$ cat config.mk
export PLATFORM = sky130hd
export DESIGN_NAME = csec_range_cache
export DESIGN_NICKNAME = d
export VERILOG_FILES = /design/src/rtl/csec_range_cache.sv
export SDC_FILE = /design/constraint.sdc
export NUM_CORES = 1
export LEC_CHECK = 0
export BUFFER_PORTS_ARGS = -buffer_cell sky130_fd_sc_hd__buf_2
export CAP_MARGIN = 10
export CORE_ASPECT_RATIO = 2
export CORE_MARGIN = 2
export CORE_UTILIZATION = 55
export DETAILED_ROUTE_END_ITERATION = 10
export HOLD_SLACK_MARGIN = 0.02
export PLACE_DENSITY = 0.71
export SYNTH_ARGS = -nofsm -noshare
export SYNTH_HDL_FRONTEND = slang
export SYNTH_SLANG_ARGS = --single-unit
$ cat constraint.sdc
create_clock -name clk -period 4.6 [get_ports clk]
set_input_delay 0.23 -clock clk [delete_from_list [all_inputs] [get_ports clk]]
set_output_delay 0.23 -clock clk [all_outputs]
set_load 0.005 [all_outputs]
$ cat src/rtl/csec_range_cache.sv
// Small fully associative cache of code-section descriptors with
// parallel inclusive range compare and round-robin replacement.
module csec_range_cache #(
    parameter int AW   = 32,
    parameter int NENT = 4
) (
    input  logic          clk,
    input  logic          rst_n,
    input  logic [AW-1:0] look_addr,
    input  logic          wr_en,
    input  logic [AW-1:0] wr_start,
    input  logic [AW-1:0] wr_end,
    input  logic [AW-1:0] wr_ptr,
    output logic          hit,
    output logic          multi,
    output logic [AW-1:0] hit_start,
    output logic [AW-1:0] hit_ptr
);
    localparam int IW = (NENT > 1) ? $clog2(NENT) : 1;
    localparam logic [IW-1:0] LAST = IW'(NENT - 1);

    typedef struct packed {
        logic [NENT-1:0]         vld;
        logic [NENT-1:0][AW-1:0] lo;
        logic [NENT-1:0][AW-1:0] hi;
        logic [NENT-1:0][AW-1:0] ptr;
        logic [IW-1:0]           vic;
    } tab_t;

    tab_t q, d;
    logic [NENT-1:0] match;

    for (genvar i = 0; i < NENT; i++) begin : g_cmp
        assign match[i] = q.vld[i] && (q.lo[i] <= look_addr) && (look_addr <= q.hi[i]);
    end

    assign hit   = |match;
    assign multi = (match & (match - NENT'(1))) != '0;

    always_comb begin
        hit_start = '0;
        hit_ptr   = '0;
        for (int i = 0; i < NENT; i++) begin
            if (match[i]) begin
                hit_start = hit_start | q.lo[i];
                hit_ptr   = hit_ptr | q.ptr[i];
            end
        end
    end

    always_comb begin
        d = q;
        if (wr_en) begin
            d.vld[q.vic] = 1'b1;
            d.lo[q.vic]  = wr_start;
            d.hi[q.vic]  = wr_end;
            d.ptr[q.vic] = wr_ptr;
            d.vic        = (q.vic == LAST) ? '0 : q.vic + IW'(1);
        end
    end

    always_ff @(posedge clk or negedge rst_n) begin
        if (!rst_n) q <= '0;
        else        q <= d;
    end

endmodule

Yosys cells after proc, flatten, opt, wreduce, memory -nomap -nowiden
Index checks and enable logic that the tools add are counted.
{"block": "totals", "inputBits": 131, "register_bits": 390, "out_inout_bits": 66, "elab_cells": 62}
{"block": "op_classes", "n_reduce_logical": 11, "eq_ne": 1, "magnitude_cmp": 10, "mux": 16, "add_sub_neg": 2, "bitwise_logic": 8}
{"op": "128-bit bitwise mux", "n": 3}
{"op": "32-bit two-way mux", "n": 9}
{"op": "32-bit less-or-equal comparator", "n": 8}
{"op": "32-bit bitwise OR", "n": 6}
{"op": "32-bit demux with 2-bit select", "n": 1}
{"op": "1-bit logical AND", "n": 9}
{"op": "4-bit bitwise AND", "n": 1}
{"op": "4-bit bitwise OR", "n": 1}
{"op": "4-bit nonzero test", "n": 1}
{"op": "4-bit OR reduction", "n": 1}
{"op": "4-bit by 1-bit subtractor with 4-bit output (second input constant)", "n": 1}
{"op": "2-bit by 3-bit less-than comparator with 1-bit output (second input constant)", "n": 1}
{"op": "2-bit by 1-bit adder with 2-bit output (second input constant)", "n": 1}
{"op": "1-bit demux with 2-bit select", "n": 1}
{"op": "2-bit equality test (second input constant)", "n": 1}
{"op": "2-bit by 1-bit >= comparator with 1-bit output (second input constant)", "n": 1}
{"op": "2-bit two-way mux", "n": 1}
{"op": "1-bit two-way mux", "n": 1}

Logic depth before layout (Yosys ltp)
{"block": "logic_depth", "depth_word": 10, "mapped_depth": 12, "mapped_depth_nobuf": 10}

Worst setup path before layout
OpenSTA, ideal clock, no wires.
{"block": "synth_timing", "kind": "reg-to-output", "start": "register q[312] (netlist bit)", "end": "output port hit_ptr[0]", "path_buffers": 2, "arrival_time_ns": 2.385, "path_slack_ns": 1.985, "stages_incl_launch_ff": 11, "required_ns": 4.370, "cell_sequence": "dfrtp_1 -> ha_1 -> nand4_1 -> nor4_2 -> o31ai_1 -> o311a_1 -> o32a_1 -> buf_6 -> buf_6 -> a222oi_1 -> nand2_1"}
{"block": "synth_between", "elab_chain_cells": 8}
{"item": "start: declaration", "line": "30", "source": "tab_t q, d;"}
{"item": "start signal: assignment", "line": "63", "source": "if (!rst_n) q <= '0;"}
{"item": "start signal: assignment", "line": "64", "source": "else q <= d;"}
{"item": "32-bit less-or-equal comparator *", "line": "34", "source": "assign match[i] = q.vld[i] && (q.lo[i] <= look_addr) && (look_addr <= q.hi[i]);"}
{"item": "1-bit logical AND * (2 in a row)", "line": "34"}
{"item": "32-bit two-way mux *", "line": "44", "source": "if (match[i]) begin"}
{"item": "32-bit bitwise OR", "line": "46", "source": "hit_ptr = hit_ptr | q.ptr[i];"}
{"item": "32-bit two-way mux *", "line": "44"}
{"item": "32-bit bitwise OR", "line": "46"}
{"item": "32-bit two-way mux *", "line": "44"}
{"item": "end: declaration", "line": "17", "source": "output logic [AW-1:0] hit_ptr"}
Every way passes the cells marked *; elsewhere a longest branch is shown, timed or not.

Final worst setup path
{"block": "layout_timing", "start": "register q[179] (netlist bit)", "end": "output port hit_ptr[20]"}
{"block": "layout_between", "elab_chain_cells": 7}
{"item": "32-bit less-or-equal comparator *", "line": "34"}
{"item": "1-bit logical AND *", "line": "34"}
{"item": "32-bit two-way mux *", "line": "44"}
{"item": "32-bit bitwise OR", "line": "46"}
{"item": "32-bit two-way mux *", "line": "44"}
{"item": "32-bit bitwise OR", "line": "46"}
{"item": "32-bit two-way mux *", "line": "44"}
Marks and branches as above.

==> reports/qor.txt <==
Largest register FFs -> 390
area share of xor/xnor cells in the synthesized design -> 0%
Die X -> 145 microns
number of design-rule violations left by the first detailed-router iteration -> 852
share of the synthesized area in compound gates (AO/OA/AOI/OAI) -> 8.78%
final antenna-violating net count -> 0
areal power density over the cells -> 738 nW/um^2
Crit Path Max Fanout -> 38
top register by number of flip-flops -> q
post-layout instance area -> 25800 sq um
final count of pins violating max slew -> 0
Die Y -> 285 microns
synthesized area divided by synthesized cell count -> 11.7 sq um
clock transition at the registers of the reported paths -> 0.07 ns
first drt pass iteration count -> 7
top cells by count, synth -> 390 x sky130_fd_sc_hd__dfrtp_1, 384 x sky130_fd_sc_hd__mux2_2, 260 x sky130_fd_sc_hd__ha_1
fraction of the yosys area taken by sequential cells -> 44.8%
Filler Cell Count -> 3092
setup bufs post-CTS -> 0
RSZ-0062 raised after global routing -> no
fraction of synthesized area in multiplexers -> 19.9%
type of element capturing the critical path -> output port
result of the run -> complete, no violations
vias in the first global route -> 17500
final net count -> 2539
global-route wire length before repair -> 95.0 mm
initial cell density of the core -> 55.4%
power consumption -> 19.0 mW
proportion of netlist area held by the largest area contributor -> 44.8%
Port Buffers -> 196
HPWL Detailed -> 43.8 mm
Tightest Pin Transition -> 1.10 ns
number of hold violations in the final report -> 0
critical path arrival -> 4.19 ns
largest registers -> q x390
adder and majority cell fraction of the synthesized area -> 14.9%
count of flip-flops with a built-in enable after synthesis -> 0
leakage power figure -> 12.4 nW
Clock Skews -> 0.0183 ns
die area -> 41300 sq um
post-synthesis net count -> 2260
simple logic cell fraction of the synthesized area -> 7.13%
flop and latch count out of synthesis -> 390
startpoint-to-endpoint class of the critical path -> register to output port
Max Cap Viol -> 0
number of setup violations in the final report -> 0
FFs w/ async S/R, synth -> 100%
Layout area overhead -> 18.3%
sinks on the clock net -> 390
weighted congestion at the end of routability-driven global placement -> 0.905
number of antenna violations at the first check in global routing -> 6
largest area contributor in the synthesized netlist -> sky130_fd_sc_hd__dfrtp_1
GRT overflow -> 0
share of layout cells above drive strength 1 -> 30.9%
synth top area cells -> sky130_fd_sc_hd__dfrtp_1 45%, sky130_fd_sc_hd__mux2_2 20%, sky130_fd_sc_hd__ha_1 15%, sky130_fd_sc_hd__inv_1 3.0%, sky130_fd_sc_hd__nand2_1 3.0%
pin count of the biggest net entering global routing -> 131
synthesized netlist cell count -> 1869
row cnt -> 103
Largest stage delay, worst path -> 0.87 ns
gr usage total -> 30.1%
most frequently used cell type in the post-synthesis netlist -> sky130_fd_sc_hd__dfrtp_1
Period minus WS final -> 4.42 ns
cell with the biggest individual delay on the critical path -> sky130_fd_sc_hd__o32a_2
mapped cell area -> 21800 sq um
clock buffers created by TritonCTS -> 38
total core area -> 39300 sq um
sum of routed wire length over all layers -> 61.1 mm
clock latency on the worst-skew pair -> 0.56 ns
per-cell routed wire length -> 22.6 microns
maximum clock frequency -> 0.226 GHz
overall via count from detail_route -> 16300
CTS H-tree depth -> 2
worst slew margin relative to its limit -> 26.3%
root buffer cell -> sky130_fd_sc_hd__clkbuf_16
Distinct cells, synth -> 50
maximum count of clock buffers along a single path -> 3
Min-Delay Path Class -> input pin to register
Core Util, Final -> 65.6%
number of vias per cell -> 6.01
peak supply drop -> 0.576 mV
period utilization -> 96.0%
setup_tns -> 0 ns
largest family of logic cells by synthesized area -> multiplexers
TritonCTS clock tree -> yes
CP Data Required Time -> 4.37 ns
area after detailed placement -> 23400 sq um
top flip-flop cell by instance count after synthesis -> sky130_fd_sc_hd__dfrtp_1
I/O pin cnt -> 197
number of remaining DRC errors -> 0
CP cell instances -> inv_1 -> ha_1 -> a21oi_1 -> o21ai_0 -> a2111oi_0 -> nor3_1 -> a211oi_1 -> o32a_2 -> buf_12 -> a222oi_1 -> nand2_1 -> buf_2
number of warning messages in the yosys log -> 0
category of the worst setup path launch point -> register
==> critical path, delay by kind of cell, from the launching register on <==
kind	cells	cell delay, ns
flip-flops	1	0.36
buffers and inverters	3	0.48
AND/OR/NAND/NOR	2	0.24
AO/OA/AOI/OAI	6	2.25
adder cells (fa/ha/maj)	1	0.28
==> worst paths after layout <==
check,from,to,slack (ns),cells after the start
worst max-delay path,q[179],hit_ptr[20],0.18,12
worst min-delay path,wr_en,q[1],0.06,3
worst max register to register,q[0],q[74],2.09,5
worst min register to register,q[154],q[154],0.50,1
max in group asynchronous,rst_n,q[89],2.93,3
min in group asynchronous,rst_n,q[12],0.32,2
==> cell type report <==
| type | instances | area (sq um) | share of cell area (%) |
|---|---|---|---|
| Multi-Input combinational cell | 1235 | 11100 | 43.1 |
| Sequential cell | 390 | 9760 | 37.9 |
| Timing Repair Buffer | 308 | 2170 | 8.44 |
| Clock buffer | 43 | 1010 | 3.92 |
| Inverter | 175 | 657 | 2.55 |
| Tap cell | 525 | 657 | 2.55 |
| Clock inverter | 27 | 407 | 1.58 |
| Antenna cell | 2 | 5.00 | 0.0194 |
==> where the power goes <==
part | switching, mW | total [mW] | internal [mW]
Sequential | 1.30 | 6.48 | 5.18
Clock | 1.43 | 3.54 | 2.11
Combinational | 4.65 | 8.99 | 4.34
Total | 7.38 | 19.0 | 11.6
==> metal layers <==
metal | vias to the layer above | GRT usage, % | wire, microns
li1 | 7396 | - | -
met1 | 8149 | 30.5 | 21100
met2 | 512 | 56.8 | 33000
met3 | 185 | 3.58 | 2480
met4 | 8 | 19.0 | 4460
met5 | - | 0 | 49
==> repair_timing <==
item                                   in CTS  in global routing
hold buffers                               97                  0
gates resized for setup                     0                  0
endpoints found under the hold margin     488                  0
==> through the flow <==
step / setup WS, ns / cells / hold WS, ns
3_3_place_gp: 0.787 / 2536 / 0.371
6_report: 0.183 / 2705 / 0.0608
2_1_floorplan: 1.98 / 1869 / -0.0656
5_1_grt: 0.134 / 2705 / 0.0787
4_1_cts: 0.288 / 2703 / 0.0464
3_5_place_dp: 0.758 / 2536 / 0.381
==> kinds of logic after synthesis <==
group                    count (synthesis)
flip-flops                             390
multiplexers                           384
AND/OR/NAND/NOR                        323
AO/OA/AOI/OAI                          268
adder cells (fa/ha/maj)                260
buffers and inverters                  244
==> cell usage in the layout (no fill, tap or decap), types with 4 or more instances in the layout <==
cell,instances
sky130_fd_sc_hd__a21o_1,26
sky130_fd_sc_hd__nor2b_1,13
sky130_fd_sc_hd__a221oi_1,6
sky130_fd_sc_hd__dfrtp_1,390
sky130_fd_sc_hd__a21oi_1,94
sky130_fd_sc_hd__dlygate4sd3_1,97
sky130_fd_sc_hd__buf_2,195
sky130_fd_sc_hd__clkinvlp_4,4
sky130_fd_sc_hd__o21ai_0,28
sky130_fd_sc_hd__clkinv_2,7
sky130_fd_sc_hd__nor4_1,7
sky130_fd_sc_hd__a21boi_0,4
sky130_fd_sc_hd__buf_4,7
sky130_fd_sc_hd__bufinv_16,9
sky130_fd_sc_hd__inv_1,175
sky130_fd_sc_hd__o221ai_1,4
sky130_fd_sc_hd__mux2_2,384
sky130_fd_sc_hd__nand2_1,171
sky130_fd_sc_hd__a2111oi_0,4
sky130_fd_sc_hd__nand3_1,22
sky130_fd_sc_hd__clkbuf_16,38
sky130_fd_sc_hd__ha_1,260
sky130_fd_sc_hd__buf_12,8
sky130_fd_sc_hd__nor3_1,9
sky130_fd_sc_hd__and4_1,10
sky130_fd_sc_hd__a211oi_1,15
sky130_fd_sc_hd__o211ai_1,7
sky130_fd_sc_hd__nand2_4,4
sky130_fd_sc_hd__clkbuf_8,4
sky130_fd_sc_hd__nand4_1,53
sky130_fd_sc_hd__nand2b_1,6
sky130_fd_sc_hd__nor2_1,15
sky130_fd_sc_hd__a222oi_1,64
(Power assumes the default switching activity.)
